--- src/rtl/ffrf_fifo.sv ---
module ffrf_fifo #(
  parameter int W = 8,
  parameter int D = 4
) (
  input  logic         clk,
  input  logic         rst_n,
  input  logic         wr_en,
  input  logic [W-1:0] wr_data,
  input  logic         rd_en,
  output logic [W-1:0] rd_data,
  output logic         empty,
  output logic         full,
  output logic         stall,
  output logic [D-1:0] load_en
);
  localparam int CW = $clog2(D + 1);

  logic [D-1:0]  head, tail;
  logic [CW-1:0] count;
  logic [W-1:0]  ent [D];
  logic          wr_ok, rd_ok;

  assign empty   = (count == '0);
  assign full    = (count == CW'(D));
  assign stall   = (count >= CW'(D - 1));
  assign wr_ok   = wr_en & ~full;
  assign rd_ok   = rd_en & ~empty;
  assign load_en = wr_ok ? tail : '0;

  always_ff @(posedge clk) begin
    if (!rst_n) begin
      head  <= D'(1);
      tail  <= D'(1);
      count <= '0;
    end else begin
      if (wr_ok) tail <= {tail[D-2:0], tail[D-1]};
      if (rd_ok) head <= {head[D-2:0], head[D-1]};
      if (wr_ok && !rd_ok)      count <= count + 1'b1;
      else if (rd_ok && !wr_ok) count <= count - 1'b1;
    end
  end

  for (genvar i = 0; i < D; i++) begin : g_ent
    always_ff @(posedge clk)
      if (load_en[i]) ent[i] <= wr_data;
  end

  always_comb begin
    rd_data = '0;
    for (int i = 0; i < D; i++)
      if (head[i]) rd_data = rd_data | ent[i];
  end
endmodule


--- config.mk ---
export PLATFORM = sky130hd
export DESIGN_NAME = ffrf_fifo
export DESIGN_NICKNAME = d
export VERILOG_FILES = /design/src/rtl/ffrf_fifo.sv
export SDC_FILE = /design/constraint.sdc
export NUM_CORES = 1
export LEC_CHECK = 0
export BUFFER_PORTS_ARGS = -buffer_cell sky130_fd_sc_hd__buf_2
export CORE_UTILIZATION = 50
export CTS_CLUSTER_DIAMETER = 150
export DETAILED_ROUTE_END_ITERATION = 6
export PLACE_DENSITY = 0.72
export SETUP_SLACK_MARGIN = 0.02
export SYNTH_ARGS = -nofsm -noshare
export SYNTH_HDL_FRONTEND = slang
export SYNTH_SLANG_ARGS = --single-unit
--- constraint.sdc ---
create_clock -name clk -period 2.7 [get_ports clk]
set_input_delay 0.27 -clock clk [delete_from_list [all_inputs] [get_ports clk]]
set_output_delay 0.27 -clock clk [all_outputs]
set_load 0.05 [all_outputs]
==> metrics.md <==
| Metric | Value |
|---|---|
| Peak Freq | `around 450 MHz` |
| Final Cell Area | `1890 um2` |
| Post-synth top cells | `32 x edfxtp_1, 16 x a22oi_1, 16 x nand2_1` |
| First-pass GRT wire length | `4220 um` |
| CP Data Arrival Time | `2.49 ns` |
| Largest net degree at the start of global routing | `16` |
| Critical-path cell list | `o31ai_4 > ha_1 > inv_1 > fa_1 > xor2_1 > or3_1 > a21boi_0` |
| Place WS | `0.502 ns` |
| Nets | `156` |
| Peak supply drop | `about 0.00043 V` |
| Kind of start point of the critical path | `flip-flop` |
| Crit end category | `flip-flop` |
| Overall routed net length | `between 2000 and 3000 um` |
| Post-Route Utilization | `0.609` |
| Cts repair resizes | `0` |
| Count leader, synth | `edfxtp_1` |
| Cts hold-fix bufs | `0` |
| Core Rows | `20` |
| Worst-Skew Late Latency | `0.34 ns` |
| Initial Util | `0.534` |
| Clk sink count | `43` |
| Vias in the first global route | `890` |
| Total global-route track usage | `0.175` |
| Via density | `5.20` |
| Clk_skew | `around 0.0049 ns` |
| Cell Pwr Density | `939 nW/um2` |
| Outcome | `finished clean` |
| Final Hold Fails | `0` |
| Setup TNS | `0 ns` |
| CTS Buffer Depth | `2` |
| Setup Viol. Count Final | `0` |
| Synth Net Count | `~130` |
| Gate Count Post-Synth | `113` |
| Die Area | `3550 um2` |
| PnR Total Power | `1.77 mW` |
| Leading area contributor after synthesis | `edfxtp_1` |
| Crit path max fanout | `8` |
| Die span in x | `between 50 and 60 um` |
| Area grow syn2layout | `14.0%` |
| Synth Area per Inst | `between 10 and 15 um2` |
| Core box area | `3100 um2` |
| DP Area | `roughly 1800 um2` |
| Post-synth EDFFs | `32` |
| Post-CTS setup buffers | `0` |
| GRT Residual Overflow | `0` |
| Slew Viols, Final | `0` |
| Vias | `about 970` |
| TritonRoute pass-1 iters | `4` |
| Synth top area cells | `edfxtp_1 58%, dfxtp_1 13%, a22oi_1 7.3%` |
| Critical path's largest stage delay | `~0.43 ns` |
| Seq cells post-synth | `43` |
| Max_cap viols | `0` |
| Detailed placement HPWL | `1890 um` |
| Setup ws final | `0.486 ns` |
| LEAKAGE | `0.713 nW` |
| Max stage delay cell, worst path | `dfxtp_1` |
| Detail Route Antenna Nets | `0` |
| CTS Buf Count | `5` |
| Slew HR | `0.729` |
| Required @ worst endpoint | `2.97 ns` |
| Number of I/O port buffers | `26` |
| H-tree levels | `2` |
| Top cell type's share of synthesized area | `0.580` |
| Cell variety after synth | `25` |
| Main flop type after synthesis | `edfxtp_1` |
| Async S/R FF share, synth | `0` |
| Sequential element share of the synthesized area | `0.713` |
| Tmin final | `about 2.2 ns` |
| Critical path class | `flip-flop to flip-flop` |
| Share of cells above drive strength 1 | `0.294` |
| Clock transition at path regs | `0.12 ns` |
| RSZ-0062 raised after global routing | `false` |
| Initial antenna violation count | `0` |
| WL/cell | `approximately 15 um` |
| Root buf cell | `clkbuf_4` |
| Ports | `27` |
| Diodes inserted | `0` |
| YS warnings | `0` |
| Iter 0 DRT Violations | `46` |
| Worst Hold Class | `input port to flip-flop` |
| Area of the mapped netlist | `1660 um2` |
| DRC violations left | `0` |
| Period utilisation layout | `0.820` |
| GPL Wtd Cong | `0.662` |
| CTS tree | `done` |
| Die height | `59.6 um` |
| Worst-Margin Slew | `0.406 ns` |
| Filler cells | `264` |
## worst max-delay path, delay by kind of cell (launching register included)
kind | cells | cell delay (ns)
compound gates | 2 | 0.57
xor+xnor | 1 | 0.16
fa+ha+maj | 2 | 0.62
buf+inv | 1 | 0.06
flops | 1 | 0.43
simple gates | 1 | 0.30
## final timing paths
check             startpoint         to  slack, ns  depth (start not counted)
setup / recovery    count[0]   count[2]       0.49                          7
hold / removal    wr_data[3]  ent[2][3]       0.13                          1
setup reg to reg    count[0]   count[2]       0.49                          7
hold reg to reg      tail[3]    tail[3]       0.47                          2
## through the flow
| step | std cells | hold slack [ns] |
|---|---|---|
| after CTS | 187 | 0.119 |
| after floorplan | 113 | 0.369 |
| final | 187 | 0.134 |
| after global placement | 179 | 0.450 |
| after detailed placement | 179 | 0.447 |
| after global routing | 187 | 0.105 |
## flip-flops by register name, indices dropped and copies added, names as in the netlist
register  flops
ent          32
head          4
tail          4
count         3
## layout by cell type, fill, tap and decap left out, drive strengths merged
master    instances
fa                1
clkinvlp          1
dfxtp            11
nand3b            1
xor2              1
o21ai             5
o31ai             1
xnor2             1
nor2              1
nor3              1
clkinv            1
a21boi            1
mux2i             5
or3               1
inv               2
clkbuf            6
nand3             3
nand2            16
and2              4
nor2b             1
a21o              1
ha                1
a22oi            16
edfxtp           32
buf              27
nor3b             2
## logic make-up (layout without fill, tap and decap cells)
| group | Yosys count | after routing | synth area share |
|---|---|---|---|
| AOI/OAI and AO/OA | 24 | 24 | 0.110 |
| and+or+nand+nor | 30 | 30 | 0.100 |
| muxes | 5 | 5 | 0.0302 |
| buffers and inverters | 7 | 37 | 0.0159 |
| xor gates and xnor gates | 2 | 2 | 0.0106 |
| DFF | 43 | 43 | 0.713 |
| adders and majority gates | 2 | 2 | 0.0196 |
## layout make-up
cell class	count	area, um2	area share
clock buffer	6	41.3	0.0219
clock inverter	2	12.5	0.00662
inverter	2	7.51	0.00397
multi-input combinational	63	454	0.240
sequential	43	1180	0.625
tap	44	55.1	0.0291
timing repair buffer	27	138	0.0728
## report_power, final
group / switching, mW / internal (mW) / total (mW) / leakage (nW)
clock: 0.195 / 0.101 / 0.296 / 0.0282
combinational: 0.421 / 0.180 / 0.601 / 0.301
sequential: 0.0921 / 0.786 / 0.878 / 0.384
## per-layer routing
metal / track usage / wire length [um] / up-vias
met1: 0.201 / 1220 / 465
met4: 0.0698 / 40 / 0
li1: - / - / 484
met3: 0.0590 / 120 / 5
met2: 0.302 / 1460 / 19
met5: 0 / 0 / -
Power figures use the tool's default switching activity.
